**config.mk**
```make
export PLATFORM = sky130hd
export DESIGN_NAME = cfg_tiered_regfile
export DESIGN_NICKNAME = d
export VERILOG_FILES = /design/src/rtl/cfg_tier_pkg.sv /design/src/rtl/cfg_wr_merge.sv /design/src/rtl/cfg_byte_cell.sv /design/src/rtl/cfg_tiered_regfile.sv
export SDC_FILE = /design/constraint.sdc
export NUM_CORES = 1
export LEC_CHECK = 0
export BUFFER_PORTS_ARGS = -buffer_cell sky130_fd_sc_hd__buf_2
export CAP_MARGIN = 20
export CORE_ASPECT_RATIO = 0.75
export CORE_MARGIN = 2
export CORE_UTILIZATION = 57
export CTS_CLUSTER_SIZE = 10
export DETAILED_ROUTE_END_ITERATION = 6
export PLACE_DENSITY = 0.86
export SYNTH_ARGS = -nofsm -noshare
export SYNTH_HDL_FRONTEND = slang
export SYNTH_SLANG_ARGS = --single-unit
```
**constraint.sdc**
```tcl
create_clock -name clk -period 2.1 [get_ports clk]
set_clock_uncertainty 0.05 [all_clocks]
set_input_delay 0.21 -clock clk [delete_from_list [all_inputs] [get_ports clk]]
set_output_delay 0.21 -clock clk [all_outputs]
set_load 0.005 [all_outputs]
```
**src/rtl/cfg_tier_pkg.sv**
```systemverilog
package cfg_tier_pkg;
  localparam int CFG_ADDR_W     = 9;
  localparam int CFG_MODE_BYTES = 192;

  typedef enum logic [2:0] {
    AC_RSVD, AC_RO, AC_VOL, AC_PERS, AC_WAC, AC_OTP, AC_WO
  } acc_class_e;

  function automatic acc_class_e class_of(input logic [CFG_ADDR_W-1:0] a);
    if (a >= CFG_ADDR_W'(CFG_MODE_BYTES)) return AC_RO;
    case (a)
      9'd33, 9'd183, 9'd185, 9'd187, 9'd191: return AC_VOL;
      9'd131, 9'd177, 9'd179:                return AC_PERS;
      9'd171, 9'd173, 9'd178:                return AC_WAC;
      9'd155, 9'd156, 9'd162, 9'd167, 9'd169: return AC_OTP;
      9'd32, 9'd164, 9'd165:                 return AC_WO;
      default:                               return AC_RSVD;
    endcase
  endfunction

  function automatic logic [7:0] wmask_of(input logic [CFG_ADDR_W-1:0] a);
    case (a)
      9'd162: return 8'h03;
      9'd183: return 8'h0F;
      9'd179: return 8'h7F;
      default: return 8'hFF;
    endcase
  endfunction

  function automatic logic [7:0] rom_of(input logic [CFG_ADDR_W-1:0] a);
    case (a)
      9'd192: return 8'h06;
      9'd196: return 8'h17;
      9'd200: return 8'h05;
      9'd502: return 8'h01;
      9'd503: return 8'h03;
      9'd504: return 8'h01;
      default: return 8'h00;
    endcase
  endfunction
endpackage

```
**src/rtl/cfg_wr_merge.sv**
```systemverilog
module cfg_wr_merge (
  input  logic [1:0] mode,
  input  logic [7:0] cur,
  input  logic [7:0] wdata,
  input  logic [7:0] mask,
  output logic [7:0] merged,
  output logic       mode_ok
);
  logic [7:0] raw;
  always_comb begin
    mode_ok = 1'b1;
    case (mode)
      2'b00:   raw = wdata;
      2'b01:   raw = cur | wdata;
      2'b10:   raw = cur & ~wdata;
      default: begin raw = cur; mode_ok = 1'b0; end
    endcase
    merged = raw & mask;
  end
endmodule

```
**src/rtl/cfg_byte_cell.sv**
```systemverilog
module cfg_byte_cell
  import cfg_tier_pkg::*;
#(
  parameter acc_class_e CLS = AC_VOL
) (
  input  logic       clk,
  input  logic       por,
  input  logic       hw,
  input  logic       sw,
  input  logic       we,
  input  logic [7:0] wdata,
  output logic [7:0] q,
  output logic       locked
);
  localparam bit HW_KEEPS = (CLS == AC_PERS) || (CLS == AC_OTP);
  localparam bit SW_CLRS  = (CLS == AC_VOL) || (CLS == AC_WO);
  localparam bit LOCKS    = (CLS == AC_WAC) || (CLS == AC_OTP);

  always_ff @(posedge clk) begin
    if (por) begin
      q      <= 8'h00;
      locked <= 1'b0;
    end else if (hw && !HW_KEEPS) begin
      q      <= 8'h00;
      locked <= 1'b0;
    end else if (sw && SW_CLRS) begin
      q      <= 8'h00;
    end else if (we) begin
      q <= wdata;
      if (LOCKS) locked <= 1'b1;
    end
  end
endmodule

```
**src/rtl/cfg_tiered_regfile.sv**
```systemverilog
module cfg_tiered_regfile
  import cfg_tier_pkg::*;
#(
  parameter int ADDR_W     = CFG_ADDR_W,
  parameter int MODE_BYTES = CFG_MODE_BYTES,
  parameter int HWRST_BYTE = 162
) (
  input  logic              clk,
  input  logic              por_n,
  input  logic              hw_rst_req,
  input  logic              sw_rst,
  input  logic              wr_en,
  input  logic [1:0]        wr_mode,
  input  logic [ADDR_W-1:0] wr_addr,
  input  logic [7:0]        wr_data,
  input  logic              rd_en,
  input  logic [ADDR_W-1:0] rd_addr,
  output logic              rd_valid,
  output logic [7:0]        rd_data,
  output logic              switch_error,
  output logic              pre_idle
);
  localparam int IDX_W = $clog2(MODE_BYTES);

  logic [7:0] q  [MODE_BYTES];
  logic       lk [MODE_BYTES];

  logic por, hw_fire, any_rst;
  assign por     = ~por_n;
  assign hw_fire = hw_rst_req && (q[HWRST_BYTE][1:0] == 2'b01);
  assign any_rst = por | hw_fire | sw_rst;

  // write decode
  logic             wr_in_modes;
  logic [IDX_W-1:0] widx;
  logic [7:0]       wcur, merged;
  logic             mode_ok, accept;
  acc_class_e       wcls;

  assign wr_in_modes = wr_addr < ADDR_W'(MODE_BYTES);
  assign widx        = wr_addr[IDX_W-1:0];
  assign wcls        = class_of(wr_addr);
  assign wcur        = wr_in_modes ? q[widx] : 8'h00;

  cfg_wr_merge u_merge (
    .mode    (wr_mode),
    .cur     (wcur),
    .wdata   (wr_data),
    .mask    (wmask_of(wr_addr)),
    .merged  (merged),
    .mode_ok (mode_ok)
  );

  always_comb begin
    accept = 1'b0;
    if (wr_en && mode_ok && wr_in_modes && !any_rst) begin
      case (wcls)
        AC_VOL, AC_PERS, AC_WO: accept = 1'b1;
        AC_WAC, AC_OTP:         accept = !lk[widx];
        default:                accept = 1'b0;
      endcase
    end
  end

  // per-byte storage, one cell per classed byte
  for (genvar i = 0; i < MODE_BYTES; i++) begin : g_byte
    localparam acc_class_e CLS_I = class_of(ADDR_W'(i));
    if (CLS_I == AC_RSVD) begin : g_rsvd
      assign q[i]  = 8'h00;
      assign lk[i] = 1'b0;
    end else begin : g_cell
      cfg_byte_cell #(.CLS(CLS_I)) u_cell (
        .clk    (clk),
        .por    (por),
        .hw     (hw_fire),
        .sw     (sw_rst),
        .we     (accept && (wr_addr == ADDR_W'(i))),
        .wdata  (merged),
        .q      (q[i]),
        .locked (lk[i])
      );
    end
  end

  // read path
  logic [7:0] rd_comb;
  always_comb begin
    case (class_of(rd_addr))
      AC_RO:            rd_comb = rom_of(rd_addr);
      AC_RSVD, AC_WO:   rd_comb = 8'h00;
      default:          rd_comb = q[rd_addr[IDX_W-1:0]];
    endcase
  end

  always_ff @(posedge clk) begin
    if (por) begin
      rd_valid     <= 1'b0;
      rd_data      <= 8'h00;
      switch_error <= 1'b0;
      pre_idle     <= 1'b0;
    end else begin
      rd_valid     <= rd_en;
      if (rd_en) rd_data <= rd_comb;
      switch_error <= wr_en && !accept && !any_rst;
      pre_idle     <= hw_fire;
    end
  end
endmodule

```
# == Word level (Yosys, flattened, before mapping) ==
# Cells that the tools add are included.
# classes
magnitude_cmp,5
eq_ne,54
mux,25
n_bitwise,9
n_reduce_logical,47
# ops
operator,n
$eq 9x8->1 const B,37
$bmux 8 s8,2
$pmux 8 s3,2
$mux 8,5
$eq 9x6->1 const B,4
$pmux 3 s5,2
$eq 9x9->1 const B,3
$reduce_or 3->1,9
$logic_and 1x1->1,25
$pmux 5 s5,1
$reduce_or 5->1,4
$ge 9x8->1 const B,2
$ge 9x9->1 const B,2
$not 8->9,2
$and 8x8->8,2
$pmux 8 s2,1
$eq 3x3->1 const B,4
$mux 3,4
$lt 9x8->1 const B,1
$bmux 1 s8,1
$not 8->8,1
$or 8x8->8,1
$reduce_or 2->1,4
$eq 3x2->1 const B,2
other kinds (10),19
# totals
register_bits,171
inputBits,34
out_inout_bits,11
word_cells,171

# == Depth between registers and ports, before layout ==
# depth
word_depth,11
ltp_mapped,12
mapped_depth_nobuf,6

# == By module ==
# From an unflattened synthesis, not the netlist that was laid out.
# hier_totals
cells_unflattened,1204
hier_area_um2,10455.0
# modules_own_cells
module,n_inst,cells_per_inst,area_per_inst_um2
cfg_tiered_regfile,1,610,4320.4
cfg_byte_cell at g_byte[164].g_cell.u_cell ...,8,29,309.0
cfg_byte_cell at g_byte[155].g_cell.u_cell ...,5,29,312.8
cfg_byte_cell at g_byte[171].g_cell.u_cell ...,3,30,322.8
cfg_byte_cell at g_byte[131].g_cell.u_cell ...,3,28,296.5
cfg_wr_merge,1,43,240.2

# == Worst setup path before layout ==
# OpenSTA, ideal clock, no wires.
# synth_timing
path_type,input to register
start,input port wr_addr[2]
end,register g_byte[155].g_cell.u_cell.q[3]
setup_ns,0.137
arrival_ns,1.933
required_time_ns,1.913
setup_slack_ns,-0.020
path_stages,10
path_buffers,5
path_cell_list,buf_6 buf_6 buf_6 buf_2 mux2_2 a32oi_1 nand4_1 a22oi_2 buf_6 o21ai_0
# synth_between
elab_chain_len,9
elab_cells_between_ends,55
cone_classes,order compare: 2; eq/ne: 24; mux: 14; bitwise: 4; reduce/logical: 11
# synth_lines
element,line,rtl
from (decl),cfg_tiered_regfile.sv:14,"input logic [ADDR_W-1:0] wr_addr,"
branches (longest 9 deep; another with $not 8->9),-,
to (signal assigned),cfg_byte_cell.sv:29,q <= wdata;
to (decl),cfg_byte_cell.sv:12,"output logic [7:0] q,"
# Parallel ways; which one is timed is not known. The select of a mux whose other input is x is not followed.
# A chain may end at the register's enable or synchronous reset.

# == Worst setup path in the final report ==
# layout_timing
start,input port wr_addr[2]
end,register g_byte[178].g_cell.u_cell.q[3]
# layout_between
elab_chain_len,9
elab_cells_between_ends,55
cone_classes,order compare: 2; eq/ne: 24; mux: 14; bitwise: 4; reduce/logical: 11
# layout_lines
element,line
branches (longest 9 deep; another with $not 8->9),-
to (signal assigned),cfg_byte_cell.sv:29
to (decl),cfg_byte_cell.sv:12
# Parallel ways; which one is timed is not known. The select of a mux whose other input is x is not followed.

==> run metrics <==
Netlist Area Pre-Place 10500 sq um; Seq pwr share 42.1%; commonest non-fill, non-tap cell in the layout buf_4; Via density 7.12; EDFF count, synth 0; max incr delay on CP 0.39 ns; crit-path max FO 18; top-area cell type share of the netlist area 32.7%; Synth area leader dfxtp_1; clk slew on worst S/H paths 0.08 ns; TritonRoute pass-1 iters 7; CP Data Arrival Time 2.40 ns; largest family of logic cells by synthesized area compound AO/OA/AOI/OAI gates; cell family with most CP delay compound AO/OA/AOI/OAI gates; fin. max-slew vios 0; placed insts 1709; final setup vio count 3; worst min path class input pin to register; Setup crit end kind register; pin count of the biggest net entering global routing 65; share of cells above drive strength 1 32.6%; num ports 45; reg2reg setup slack 0 ns; root buf cell clkbuf_16; Tmin final 2.12 ns; Worst Path Buf+Inv 4; RePlAce Congestion 1.07; sw frac 31.0%; Ys Warns 0; Initial Utilization 58.7%; Worst Setup Slack, final -0.0220 ns; H-tree lvl count 4; WS Path Type input pin to register; Die ar. 19500 sq um; pre-CTS setup slack -0.462 ns; Area contributors post-synth dfxtp_1 (33%), mux2i_1 (5.4%), a211oi_1 (4.4%); DP HPWL 36.1 mm; R2R cell count 9; design area 13900 sq um; CTS Sinks 171; WHS 0.0506 ns; core area 17800 sq um; Post-Route WL 48.6 mm; Clock Latency Late Sink 0.45 ns; Max Freq 0.471 GHz; Critical Path Start Type input pin; Clock Power Share 42.7%; Syn Nets 1265; Worst setup endpoint g_byte[178].g_cell.u_cell.q[3]$_SDFFE_PP0P_; Yosys reg bits 171; Pleak 5.29 nW; final-report hold violation count 0; Rows 42; Comb pwr share 15.2%; failing checks DRC, setup timing; fin nets 1535; RR Endpoint g_byte[165].g_cell.u_cell.q[1]$_SDFFE_PP0P_; first-pass GRT wire length 71.3 mm; pwr/cell area 552 nW/um^2; Post-Synth Simple-Gate Area 23.2%; post-synthesis xor/xnor area fraction 0.251%; Die Ht 121 um; RSZ-0062 raised after global routing true; post-synthesis mux area share 7.08%; ys async rst share 0%; VDD IR-drop max 0.000514 V; WP data required 2.38 ns; Final TNS setup -0.0256 ns; complex-gate fraction of the synthesized area 30.0%; vias in the first global route 11300; CTS max path bufs 2; antenna violations before repair 2; fill count 1266; total number of vias 12500; Critical-path top delay cell o21ai_0; worst flop-to-flop path startpoint g_byte[165].g_cell.u_cell.q[1]$_SDFFE_PP0P_; maxcap violations 0; GRT Util Overall 49.2%; Seq/Total Area, Yosys 32.7%; remaining antenna violation count 0; Slew HR 48.3%; Internal 5.31 mW; Sw Pwr 2.39 mW; DR DRC count 1; Finished Layout Cells 1757; Synth Area in Adders 0%; Critical Path Stages 10; die width 160 um; status complete, but fails checks; Overflow after GRT 0; drt wl/cell 27.6 um; crit path from wr_addr[2]; cell count after synthesis 1231; final cycle utilization of the critical path 101%; post-synthesis average cell area 8.49 sq um; area post-placement 12900 sq um; CTS buffer count 17; area grow syn2layout 33.4%; worst path cell trace buf_2, buf_4, buf_4, and4bb_4, a22o_1, o21ai_0, nand4_1, a22oi_2, buf_12, o21ai_0; Worst Tran Pin Value 0.768 ns; commonest non-fill, non-tap cells in the layout buf_4 (276), dfxtp_1 (166), nor2_1 (108); port bufs 44; initial drt markers 2396; CTS tree yes; Top FF cell, synth dfxtp_1; post-synth cell types 108
-- state kept, by name (all words and copies together) (netlist names) --
signal                       flops
g_byte.g_cell.u_cell.q         152
rd_data                          8
g_byte.g_cell.u_cell.locked      8
pre_idle                         1
rd_valid                         1
switch_error                     1
-- cells by family after synthesis --
family          count (synthesis)
flops                         171
simple gates                  444
compound gates                414
buf+inv                       128
xor+xnor                        3
mux                            71
-- what timing repair did --
action | 4_1_cts | 5_1_grt
gates cloned | 1 | 2
buffers inserted | 2 | 8
pin swaps | 2 | 15
endpoints found under the setup margin | 32 | 110
endpoints found under the hold margin | 2 | 0
hold buffers | 2 | 0
gates resized for setup | 20 | 40
-- per-stage QoR --
step	util, %	power [mW]
finish	78.3	7.70
global route	78.3	7.80
floorplan	-	3.84
global placement	72.7	4.35
detailed placement	72.7	4.36
CTS	76.6	7.56
-- worst register-to-register path, stage by stage, from the launching register on --
cell,delay (ns)
dfxtp_1,0.36
mux2i_1,0.12
o32ai_2,0.47
a2111oi_4,0.08
buf_4,0.17
o22ai_2,0.15
nor2_2,0.08
buf_6,0.14
buf_8,0.15
a211oi_1,0.23
-- power by group through the flow --
stage / Sequential, mW / Combinational [mW] / Clock [mW]
after global routing: 3.24 / 1.18 / 3.37
after CTS: 3.25 / 1.06 / 3.25
final: 3.24 / 1.17 / 3.29
after global placement: 3.32 / 1.03 / 0
after detailed placement: 3.32 / 1.04 / 0
after floorplan: 3.32 / 0.516 / 0
-- layer usage --
| layer | up-vias | part of all wire, % | GRT usage [%] |
|---|---|---|---|
| li1 | 5231 | - | - |
| met1 | 5829 | 38 | 66.6 |
| met2 | 1184 | 38 | 68.3 |
| met3 | 259 | 18 | 21.0 |
| met4 | 2 | 5.6 | 20.2 |
| met5 | - | 0.16 | 0 |
-- worst min path at each step --
| stage | start | to | slack, ns | cells after the start |
|---|---|---|---|---|
| floorplan | rd_en | rd_data[1]$_SDFFE_PN0P_ | 0.26 | 1 |
| global placement | g_byte[173].g_cell.u_cell.locked$_SDFFE_PP0P_ | g_byte[173].g_cell.u_cell.locked$_SDFFE_PP0P_ | 0.40 | 2 |
| detailed placement | g_byte[173].g_cell.u_cell.locked$_SDFFE_PP0P_ | g_byte[173].g_cell.u_cell.locked$_SDFFE_PP0P_ | 0.40 | 2 |
| CTS | sw_rst | switch_error$_SDFF_PN0_ | 0.03 | 3 |
| global route | sw_rst | switch_error$_SDFF_PN0_ | 0.06 | 3 |
| finish | sw_rst | switch_error$_SDFF_PN0_ | 0.05 | 3 |
-- Yosys cell counts (19+ instances only) --
master and instances:
a21oi_1 66, mux2i_1 56, o21ai_0 69, clkbuf_1 45
nand3_1 77, buf_2 31, inv_1 19, nand2_1 86
a211oi_1 61, nor2b_1 23, nor2_1 109, dfxtp_1 171
-- cell type report --
type | count | area (sq um) | share of cell area, %
Antenna cell | 1 | 2.50 | 0.0179
Sequential cell | 171 | 3430 | 24.6
Timing Repair Buffer | 358 | 2990 | 21.4
Tap cell | 242 | 303 | 2.17
Inverter | 21 | 78.8 | 0.565
Clock buffer | 18 | 429 | 3.08
Multi-Input combinational cell | 932 | 6550 | 47.0
Clock inverter | 14 | 164 | 1.18
Note: power is estimated with default switching activity, not from simulation.
